$ cat src/rtl/pvic_pkg.sv
package pvic_pkg;
  localparam int NSRC  = 5;
  localparam int VEC_W = 16;
  localparam int IDX_W = $clog2(NSRC);

  // source index equals priority rank, 0 is highest
  typedef enum logic [IDX_W-1:0] {
    SRC_TRAP = 3'd0,
    SRC_HI   = 3'd1,
    SRC_MID  = 3'd2,
    SRC_LO   = 3'd3,
    SRC_GEN  = 3'd4
  } src_e;

  function automatic logic [VEC_W-1:0] vec_of(input logic [IDX_W-1:0] idx);
    case (idx)
      SRC_TRAP: vec_of = 16'h0024;
      SRC_HI:   vec_of = 16'h003C;
      SRC_MID:  vec_of = 16'h0034;
      SRC_LO:   vec_of = 16'h002C;
      default:  vec_of = '0;
    endcase
  endfunction
endpackage

$ cat src/rtl/pvic_req_cond.sv
module pvic_req_cond (
  input  logic clk,
  input  logic rst_n,
  input  logic trap_in,
  input  logic rst75_in,
  input  logic take_trap,
  input  logic take_hi,
  input  logic clr_hi,
  output logic trap_req,
  output logic hi_pend
);
  logic trap_prev, trap_arm, hi_prev;

  always_ff @(posedge clk) begin
    if (!rst_n) begin
      trap_prev <= 1'b0;
      trap_arm  <= 1'b0;
      hi_prev   <= 1'b0;
      hi_pend   <= 1'b0;
    end else begin
      trap_prev <= trap_in;
      hi_prev   <= rst75_in;
      // edge arms, level must persist, service disarms
      if (!trap_in)        trap_arm <= 1'b0;
      else if (take_trap)  trap_arm <= 1'b0;
      else if (!trap_prev) trap_arm <= 1'b1;
      // a new edge wins over a same-cycle clear
      if (rst75_in && !hi_prev)  hi_pend <= 1'b1;
      else if (take_hi || clr_hi) hi_pend <= 1'b0;
    end
  end

  assign trap_req = trap_arm & trap_in;
endmodule

$ cat src/rtl/pvic_prio.sv
module pvic_prio #(
  parameter int N = pvic_pkg::NSRC,
  localparam int IW = $clog2(N)
) (
  input  logic [N-1:0]  req,
  output logic [N-1:0]  grant,
  output logic [IW-1:0] idx
);
  logic [N-1:0] blocked;

  for (genvar i = 0; i < N; i++) begin : g_chain
    if (i == 0) begin : g_first
      assign blocked[i] = 1'b0;
    end else begin : g_rest
      assign blocked[i] = blocked[i-1] | req[i-1];
    end
    assign grant[i] = req[i] & ~blocked[i];
  end

  always_comb begin
    idx = '0;
    for (int k = N-1; k >= 0; k--)
      if (grant[k]) idx = IW'(k);
  end
endmodule

$ cat src/rtl/pvic_top.sv
module pvic_top
  import pvic_pkg::*;
(
  input  logic             clk,
  input  logic             rst_n,
  input  logic             trap_in,
  input  logic             rst75_in,
  input  logic             rst65_in,
  input  logic             rst55_in,
  input  logic             intr_in,
  input  logic             sample_stb,
  input  logic             ei_cmd,
  input  logic             di_cmd,
  input  logic             mask_wr,
  input  logic [2:0]       mask_val,
  input  logic             clr75,
  output logic             acc_valid,
  input  logic             acc_ready,
  output logic [VEC_W-1:0] acc_vector,
  output logic             acc_inta,
  output logic             pc_inhibit,
  output logic [7:0]       stat_o
);
  logic             ie_q;
  logic [2:0]       mask_q;
  logic             valid_q, inta_q;
  logic [VEC_W-1:0] vec_q;
  logic             trap_req, hi_pend, take;
  logic [NSRC-1:0]  req, grant;
  logic [IDX_W-1:0] idx;

  pvic_req_cond u_cond (
    .clk       (clk),
    .rst_n     (rst_n),
    .trap_in   (trap_in),
    .rst75_in  (rst75_in),
    .take_trap (take & grant[SRC_TRAP]),
    .take_hi   (take & grant[SRC_HI]),
    .clr_hi    (mask_wr & clr75),
    .trap_req  (trap_req),
    .hi_pend   (hi_pend)
  );

  always_comb begin
    req          = '0;
    req[SRC_TRAP] = trap_req;
    req[SRC_HI]   = hi_pend  & ~mask_q[2] & ie_q;
    req[SRC_MID]  = rst65_in & ~mask_q[1] & ie_q;
    req[SRC_LO]   = rst55_in & ~mask_q[0] & ie_q;
    req[SRC_GEN]  = intr_in  & ie_q;
  end

  pvic_prio #(.N(NSRC)) u_prio (
    .req   (req),
    .grant (grant),
    .idx   (idx)
  );

  assign take = sample_stb & ~valid_q & (|req);

  always_ff @(posedge clk) begin
    if (!rst_n) begin
      ie_q    <= 1'b0;
      mask_q  <= 3'b111;
      valid_q <= 1'b0;
      inta_q  <= 1'b0;
      vec_q   <= '0;
    end else begin
      if (take && !grant[SRC_TRAP]) ie_q <= 1'b0;
      else if (di_cmd)              ie_q <= 1'b0;
      else if (ei_cmd)              ie_q <= 1'b1;
      if (mask_wr) mask_q <= mask_val;
      if (take) begin
        valid_q <= 1'b1;
        vec_q   <= vec_of(idx);
        inta_q  <= grant[SRC_GEN];
      end else if (acc_ready) begin
        valid_q <= 1'b0;
        inta_q  <= 1'b0;
      end
    end
  end

  assign acc_valid  = valid_q;
  assign acc_vector = vec_q;
  assign acc_inta   = inta_q;
  assign pc_inhibit = valid_q;
  assign stat_o     = {trap_req, hi_pend, rst65_in, rst55_in, ie_q, mask_q};
endmodule

$ cat config.mk
export PLATFORM = sky130hd
export DESIGN_NAME = pvic_top
export DESIGN_NICKNAME = d
export VERILOG_FILES = /design/src/rtl/pvic_pkg.sv /design/src/rtl/pvic_req_cond.sv /design/src/rtl/pvic_prio.sv /design/src/rtl/pvic_top.sv
export SDC_FILE = /design/constraint.sdc
export NUM_CORES = 1
export LEC_CHECK = 0
export ABC_AREA = 1
export BUFFER_PORTS_ARGS = -buffer_cell sky130_fd_sc_hd__buf_2
export CELL_PAD_IN_SITES_DETAIL_PLACEMENT = 0
export CELL_PAD_IN_SITES_GLOBAL_PLACEMENT = 1
export CORE_ASPECT_RATIO = 0.75
export CORE_MARGIN = 8
export CORE_UTILIZATION = 30
export CTS_CLUSTER_DIAMETER = 30
export DETAILED_ROUTE_END_ITERATION = 12
export GPL_TIMING_DRIVEN = 0
export PLACE_DENSITY = 0.84
export SLEW_MARGIN = 40
export SYNTH_ARGS = -nofsm -noshare
export SYNTH_HDL_FRONTEND = slang
export SYNTH_SLANG_ARGS = --single-unit
$ cat constraint.sdc
create_clock -name clk -period 1.25 [get_ports clk]
set_input_delay 0.125 -clock clk [delete_from_list [all_inputs] [get_ports clk]]
set_output_delay 0.125 -clock clk [all_outputs]
set_load 0.03 [all_outputs]
==> results.toml, run 1 <==
[cells_and_area]
fillers = 268
diodes = 0
drive_gt1_frac = 0.517
fin_nets = 162
multi_input_comb_area_um2 = 393
layout-area-overhead-vs-synth_pct = 32.3
layout.area.seq_um2 = 264

[global_route]
first_global_vias = 652
globalRoute.totalOverflow = 0
global_route.usage.total = 0.0788
antenna_found_initial = 0
grt_start_max_net_pins = 9
grt_first_pass_wirelength_mm = 2.89

[drt]
number_of_optimization_iterations_in_the_first_detailed_route_pass = 4
routedWlPerCell_um = 9.69
routed-wl-met3_um = 154
met1Wirelength_um = 809
dr_total_vias = 685
met2WireLength_um = 759
routed.top_layer = "met4"
antenna_violating_nets_post_route = 0
remaining_drc_errors = 0
route.final.wire_length_mm = 1.75
drt_iter0_drc = 45
via_density_per_instance = 3.78

[pwr]
power_frac_seq = 0.459
fin_total_pwr_w = 0.000993
power.static_leakage_nw = 0.581
power_switching_w = 0.000331
power_frac_clock = 0.259
comb_power_share = 0.282
internal_power_w = 0.000663
ir_drop_uv = 308
switching_share_of_power = 0.333
power_density_mw_per_mm2 = 926

[clock_tree]
cts_clk_pin_slew_worst_paths_ps = 70
cts_tree = "built"
cts.path.max_buffers = 2
worstSkewPairLatency_ps = 270
ctsRootBufferMaster = "clkbuf_4"
htree_levels = 1
cts_inserted_buffers = 3
cts_num_sinks = 13

[sta]
report.final.slew_viol_count = 0
final_hold_viol_count = 0
finalClockSkew_ps = 4.88
min_period_over_period = 0.940
setup_viol = 0
totalNegativeSetupSlack_ps = 0
rsz0062_at_grt = "no"
period_needed_ps = 1180
clock.fmax_mhz = 851

[synthesis]
synthDistinctLibCells = 21
synth-seq-cells = 13
yosysMostFrequentCell = "buf_4"
synth-async-reset-ratio = 0
avgSynthCellArea_um2 = 8.03
synthesis.area_um2 = 811
most_numerous_cell_types_in_the_synthesized_netlist = "buf_4 (19), nand2_1 (17), dfxtp_1 (13)"
edff_count_synth = 0
synthCells = 101
yosysTopAreaCellShare = 0.321
seq_area_frac_synth = 0.321
synthFlopType = "dfxtp_1"
synthDominantAreaCellType = "dfxtp_1"
netlist_top_cells_area = "dfxtp_1 (32%), buf_4 (18%), nand2_1 (7.9%)"
yosysWarnings = 0

[critical_path]
setup.worst_path.end_class = "primary output"
critical_path.cell_chain = "nand2_4, inv_4, buf_4, buf_2"
timing.critical_path.slowest_stage_cell = "dfxtp_2"
maximum_fanout_encountered_on_the_critical_timing_path = 4
timing.critical_path.slowest_cell_delay_ps = 350
crit_arrival_ps = 1050
worst_setup_path_start_kind = "flip-flop"
worstSetupPathType = "reg -> out"
cp_data_required_time_ps = 1120

[placed_design]
dp_hpwl_mm = 1.47
placement.io_buffers = 29
gp_congestion = 0.766

[job]
timing.max_cap.violations = 0

[min_path]
timing.hold.worst.class = "in -> reg"

[floorplanning]
start_util = 0.314
core_mm2 = 0.00258
core.rowCount = 16
die_area_mm2 = 0.00464
io_pins = 43
die_h_um = 61.0
die_span_in_x_um = 76.0

[status]
run_status = "finished, final reports clean"
## through the flow
stage | hold WS [ps] | cells | setup WS [ps] | utilization | cell area (um^2)
5_1_grt | 44.6 | 181 | 4.31 | 0.415 | 1070
3_5_place_dp | 332 | 177 | 40.5 | 0.404 | 1040
2_1_floorplan | 236 | 112 | 38.3 | - | 852
4_1_cts | 44.3 | 181 | 16.2 | 0.414 | 1070
3_3_place_gp | 331 | 177 | 57.9 | 0.404 | 1040
6_report | 50.7 | 181 | 74.7 | 0.415 | 1070
## path summary, 6_finish.rpt
check	from	end	slack, ps	cells after the start
worst max-delay path	u_cond.trap_arm	stat_o[7]	70	4
worst min-delay path	rst75_in	u_cond.hi_prev	50	3
worst max register to register	ie_q	u_cond.hi_pend	110	7
worst min register to register	acc_vector[4]	acc_vector[4]	470	2
## layer usage
layer  up-vias  track usage
met4         0       0.0417
met2        28        0.125
li1        371            -
met5         -            0
met1       284       0.0876
met3         2       0.0379
## layout by cell type, fill, tap and decap left out, types with 2 or more instances in the layout
cell type / count
buf_2: 30
buf_4: 19
nand2_1: 17
inv_1: 12
conb_1: 12
dfxtp_1: 10
nand3_1: 8
nor2_1: 5
nor2_4: 4
a21oi_2: 3
nand2_2: 3
a21oi_1: 3
dfxtp_2: 3
clkbuf_4: 3
nor2_2: 2
nor3_1: 2
o21ai_2: 2
## power by group through the flow
stage | registers [W] | logic [W] | clock network [W]
detailed placement | 0.000465 | 0.000280 | 0
floorplan | 0.000484 | 0.000198 | 0
global placement | 0.000464 | 0.000277 | 0
global route | 0.000459 | 0.000302 | 0.000293
finish | 0.000456 | 0.000280 | 0.000257
CTS | 0.000456 | 0.000281 | 0.000269
## cell families after synthesis
family                 Yosys count  synth area share
AOI/OAI and AO/OA                9            0.0864
other                            1           0.00463
DFF                             13             0.321
and+or+nand+nor                 45             0.343
buffers and inverters           33             0.245
## layout make-up
cell class | count | area share
flip-flops and latches | 13 | 0.246
inverters | 13 | 0.0478
repair buffers | 29 | 0.135
clock buffers | 4 | 0.0245
plain buffers | 20 | 0.138
multi-input cells | 66 | 0.366
well taps | 36 | 0.0420
## worst max-delay path: cells and delay by family (launching register included)
kind | cells | cell delay, ps
buffers and inverters | 3 | 360
DFF | 1 | 350
and+or+nand+nor | 1 | 70
## sequential cells by signal (all words and copies together) (netlist names)
register and count:
u_cond.trap_arm 1, acc_vector 3, acc_inta 1, acc_valid 1
ie_q 1, u_cond.trap_prev 1, u_cond.hi_prev 1, mask_q 3
u_cond.hi_pend 1
## repair_timing
action                                  CTS  global route
hold buffers                              0             0
resized for setup                         1             2
buffers inserted                          0             0
endpoints found under the setup margin    1             6
Power figures use the tool's default switching activity.
==> run 2: changes to the inputs <==
--- a/config.mk
+++ b/config.mk
@@ -7,7 +7,7 @@
 export LEC_CHECK = 0
 export ABC_AREA = 1
 export BUFFER_PORTS_ARGS = -buffer_cell sky130_fd_sc_hd__buf_2
-export CELL_PAD_IN_SITES_DETAIL_PLACEMENT = 0
+export CELL_PAD_IN_SITES_DETAIL_PLACEMENT = 1
 export CELL_PAD_IN_SITES_GLOBAL_PLACEMENT = 1
 export CORE_ASPECT_RATIO = 0.75
 export CORE_MARGIN = 8
==> run 2 against run 1 <==
Effect of this change:
- register-to-register slack about the same
- fmax decreased by 0.93%
- highest routed layer unchanged
- critical path depth is the same
- global-route usage up 1.7 points
- die area unchanged
- hold slack got worse by 1.7 ps
- cell count is the same
- sequential share of layout area barely moved
- via count rose by 4.2%
- sequential cell count is the same
- clock power rose by 2%
==> results.toml, run 2 (synthesis results as in run 1) <==
[status]
run_status = "finished, final reports clean"

[pwr]
ir_drop_uv = 299
fin_total_pwr_w = 0.00100
power_density_mw_per_mm2 = 933
power.static_leakage_nw = 0.581

[sta]
rsz0062_at_grt = "no"
report.final.slew_viol_count = 0
totalNegativeSetupSlack_ps = 0
final_hold_viol_count = 0
clock.fmax_mhz = 843
finalClockSkew_ps = 4.51
setup_viol = 0
period_needed_ps = 1190
min_period_over_period = 0.949

[floorplanning]
die_h_um = 61.0
core.rowCount = 16
die_span_in_x_um = 76.0
core_mm2 = 0.00258
die_area_mm2 = 0.00464
io_pins = 43
start_util = 0.314

[drt]
number_of_optimization_iterations_in_the_first_detailed_route_pass = 4
dr_total_vias = 714
routed.top_layer = "met4"
route.final.wire_length_mm = 2.09
met1Wirelength_um = 872
met2WireLength_mm = 1.08
drt_iter0_drc = 19
routedWlPerCell_um = 11.5
remaining_drc_errors = 0
routed-wl-met3_um = 99
antenna_violating_nets_post_route = 0
via_density_per_instance = 3.94

[clock_tree]
cts.path.max_buffers = 2
cts_clk_pin_slew_worst_paths_ps = 80
htree_levels = 1
cts_inserted_buffers = 3
cts_tree = "built"
post_cts_hold_fix_bufs = 0
cts_post_setup_buffers_inserted = 0
worstSkewPairLatency_ps = 280
cts_num_sinks = 13
ctsRootBufferMaster = "clkbuf_4"

[placed_design]
dp.cells = 177
dpl-instance-area_mm2 = 0.00104
gp_congestion = 0.766
placement.io_buffers = 29
dp_hpwl_mm = 1.84

[cells_and_area]
layout-area-overhead-vs-synth_pct = 32.7
final_cell_mix = "buf_2 (29), buf_4 (20), nand2_1 (17), inv_1 (12), conb_1 (12)"
final_instance_count_excl_fillers = 181
final_common_cell = "buf_2"
final_design_area_no_fill_mm2 = 0.00108
fillers = 339
fin_nets = 162
diodes = 0
drive_gt1_frac = 0.510

[global_route]
first_global_vias = 755
globalRoute.totalOverflow = 0
grt_start_max_net_pins = 9
global_route.usage.total = 0.0953
antenna_found_initial = 0
grt_first_pass_wirelength_mm = 3.48

[critical_path]
worstSetupPathType = "reg -> out"
crit_arrival_ps = 1060
setup.worst_path.end_class = "primary output"
cp_data_required_time_ps = 1120
maximum_fanout_encountered_on_the_critical_timing_path = 4
worst_setup_path_start_kind = "flip-flop"

[job]
timing.max_cap.violations = 0

[min_path]
timing.hold.worst.class = "in -> reg"
[run 2: cell counts in the layout (fill, tap and decap cells not counted)]
No cell type changed its count.
[run 2: power by group]
group / switching [W] / internal (W)
clock network: 0.000139 / 0.000124
registers: 0.0000193 / 0.000434
logic: 0.000184 / 0.000104
[run 2: repair_timing]
| action | CTS | global route |
|---|---|---|
| resized for setup | 2 | 2 |
| endpoints found under the hold margin | 0 | 0 |
| pin swaps | 0 | 0 |
| cloned | 0 | 0 |
| endpoints found under the setup margin | 2 | 6 |
[run 2: worst paths after layout]
path / end / from / cells after the start / slack [ps]
worst max register to register: acc_inta / ie_q / 7 / 110
worst max-delay path: stat_o[7] / u_cond.trap_arm / 4 / 60
worst min-delay path: u_cond.hi_prev / rst75_in / 3 / 50
worst min register to register: acc_vector[3] / acc_vector[3] / 2 / 470
[run 2: critical path, stage by stage, from the launching register on]
cell     delay, ps
dfxtp_1        380
nand2_4         80
inv_4           80
buf_4          100
buf_4          140
[run 2: stage by stage]
step / util / hold slack [ps] / worst slack [ps]
after floorplan: - / 236 / 38.3
after global placement: 0.404 / 331 / 57.9
after detailed placement: 0.404 / 337 / 16.2
after CTS: 0.415 / 39.1 / 1.62
after global routing: 0.417 / 56.6 / 2.74
final: 0.417 / 49.0 / 63.7
[run 2: layer usage]
metal / track usage / vias to the layer above
met5: 0 / -
met4: 0.0667 / 0
met3: 0.0248 / 2
met2: 0.170 / 24
met1: 0.100 / 321
li1: - / 367
[run 2: layout make-up]
class	instances	area, um^2	share of cell area
Buffer	20	148	0.137
Clock buffer	4	26.3	0.0244
Tap cell	36	45.0	0.0419
Sequential cell	13	265	0.247
Inverter	13	51.3	0.0477
Multi-Input combinational cell	66	393	0.365
Timing Repair Buffer	29	148	0.137
==> run 3: changes to the inputs <==
--- a/config.mk
+++ b/config.mk
@@ -14,7 +14,6 @@
 export CORE_UTILIZATION = 30
 export CTS_CLUSTER_DIAMETER = 30
 export DETAILED_ROUTE_END_ITERATION = 12
-export GPL_TIMING_DRIVEN = 0
 export PLACE_DENSITY = 0.84
 export SLEW_MARGIN = 40
 export SYNTH_ARGS = -nofsm -noshare
==> run 3 against run 2 <==
Effect of this change:
- core utilization shrank 5.8 points
- cell count shrank 10%
- non-clock buffer count shrank 19
- die area is the same
- hold slack lost 1.7 ps
- fmax grew 2.4%
- global-route usage shrank 0.25 points
- first-iteration DRC count shrank 5.3%
- wire length shrank 5.1%
- setup slack gained 28 ps
- sequential cell count is the same
- largest power group unchanged
==> results.toml, run 3 (synthesis results as in run 1) <==
[critical_path]
setup.worst_path.end_class = "flip-flop"
timing.critical_path.slowest_stage_cell = "dfxtp_1"
crit_arrival_ps = 1330
cpLargestDelayFamily = "simple AND/OR/NAND/NOR gates"
cp.buffers_inverters = 1
cp_data_required_time_ps = 1420
critical_path.cell_chain = "nand2_1, nor2_4, nor2_4, nand3_4, nand2_8, o21ai_2, inv_1"
worst_setup_path_start_kind = "flip-flop"
regToRegStartpoint = "u_cond.hi_pend"
cp_common_cell = "nor2_4"
worstSetupPathType = "reg -> reg"
crit_start = "u_cond.hi_pend"
timing.critical_path.slowest_cell_delay_ps = 380
maximum_fanout_encountered_on_the_critical_timing_path = 8

[placed_design]
gp_congestion = 0.771
dpl-instance-area_um2 = 900
placement.io_buffers = 30
dp_hpwl_mm = 1.77

[pwr]
ir_drop_uv = 218
power.static_leakage_nw = 0.479
power_density_mw_per_mm2 = 1030

[cells_and_area]
final_util = 0.359
final_design_area_no_fill_um2 = 927
fin_nets = 143
layout.area.seq_um2 = 262
diodes = 0
fillers = 336
final_common_cell = "buf_2"
final_cell_mix = "buf_2 (30), nand2_1 (17), inv_1 (12), conb_1 (12), dfxtp_1 (12)"
drive_gt1_frac = 0.429
multi_input_comb_area_um2 = 393
layout-area-overhead-vs-synth_pct = 14.4

[drt]
number_of_optimization_iterations_in_the_first_detailed_route_pass = 3
routedWlPerCell_um = 12.2
via_density_per_instance = 4.17
remaining_drc_errors = 0
met1Wirelength_um = 804
routed-wl-met3_um = 121
drt_iter0_drc = 18
antenna_violating_nets_post_route = 0
met2WireLength_um = 991
routed.top_layer = "met4"
route.final.wire_length_mm = 1.98
dr_total_vias = 675

[min_path]
timing.hold.worst.class = "in -> reg"
hold_sp = "rst75_in"

[global_route]
grt_first_pass_wirelength_mm = 3.28
antenna_found_initial = 0
globalRoute.totalOverflow = 0
global_route.usage.total = 0.0928
first_global_vias = 730
grt_start_max_net_pins = 9

[job]
timing.max_cap.violations = 0

[floorplanning]
start_util = 0.314
io_pins = 43
die_span_in_x_um = 76.0
die_h_um = 61.0
core.rowCount = 16
die_area_mm2 = 0.00464
core_mm2 = 0.00258

[clock_tree]
cts_num_sinks = 13
worstSkewPairLatency_ps = 280
htree_levels = 1
post_cts_hold_fix_bufs = 0
cts_inserted_buffers = 3
cts_post_setup_buffers_inserted = 0
cts_tree = "built"
ctsRootBufferMaster = "clkbuf_4"
cts_clk_pin_slew_worst_paths_ps = 80
cts.path.max_buffers = 2

[sta]
totalNegativeSetupSlack_ps = 0
setup_viol = 0
report.final.slew_viol_count = 0
final_hold_viol_count = 0
rsz0062_at_grt = "no"
finalClockSkew_ps = 4.70
clock.fmax_mhz = 864
min_period_over_period = 0.926
period_needed_ps = 1160

[status]
run_status = "finished, final reports clean"
==> run 3: cell types whose count changed in the layout (fill, tap and decap cells not counted), sizes merged <==
cell | previous run | this run
buf | 49 | 30
==> run 3: cell type report <==
class	count	area share
Clock buffer	4	0.0283
Inverter	13	0.0553
Multi-Input combinational cell	66	0.424
Sequential cell	13	0.282
Tap cell	36	0.0486
Timing Repair Buffer	30	0.162
==> run 3: repair_timing <==
item	CTS	global route
hold endpoints to repair	0	0
resized for setup	0	1
setup endpoints to repair	0	5
==> run 3: report_power, final <==
group / leakage (nW) / total (W) / internal, W / switching (W)
logic: 0.357 / 0.000238 / 0.0000639 / 0.000174
registers: 0.107 / 0.000455 / 0.000435 / 0.0000198
clock network: 0.0150 / 0.000260 / 0.000124 / 0.000137
total: 0.479 / 0.000954 / 0.000623 / 0.000331
==> run 3: worst paths after layout <==
path	to	slack [ps]	depth (start not counted)
setup reg to reg	ie_q	90	7
hold / removal	u_cond.hi_prev	50	3
hold reg to reg	acc_vector[4]	470	2
setup / recovery	ie_q	90	7
==> run 3: worst min-delay path, stage by stage <==
cell     delay [ps]
buf_2            80
nand2_1          50
inv_1            50
==> run 3: per-layer routing <==
metal	vias to the layer above	track usage
li1	335	-
met3	4	0.0248
met4	0	0.0917
met2	26	0.168
met5	-	0
met1	310	0.0876
==> run 3: metrics by stage <==
step | power (W) | cells | hold slack [ps] | setup WS (ps)
global route | 0.00101 | 162 | 63.2 | 9.26
finish | 0.000954 | 162 | 47.4 | 91.9
detailed placement | 0.000706 | 158 | 339 | 18.5
global placement | 0.000695 | 158 | 332 | 125
floorplan | 0.000682 | 112 | 236 | 38.3
CTS | 0.000971 | 162 | 42.6 | 13.6
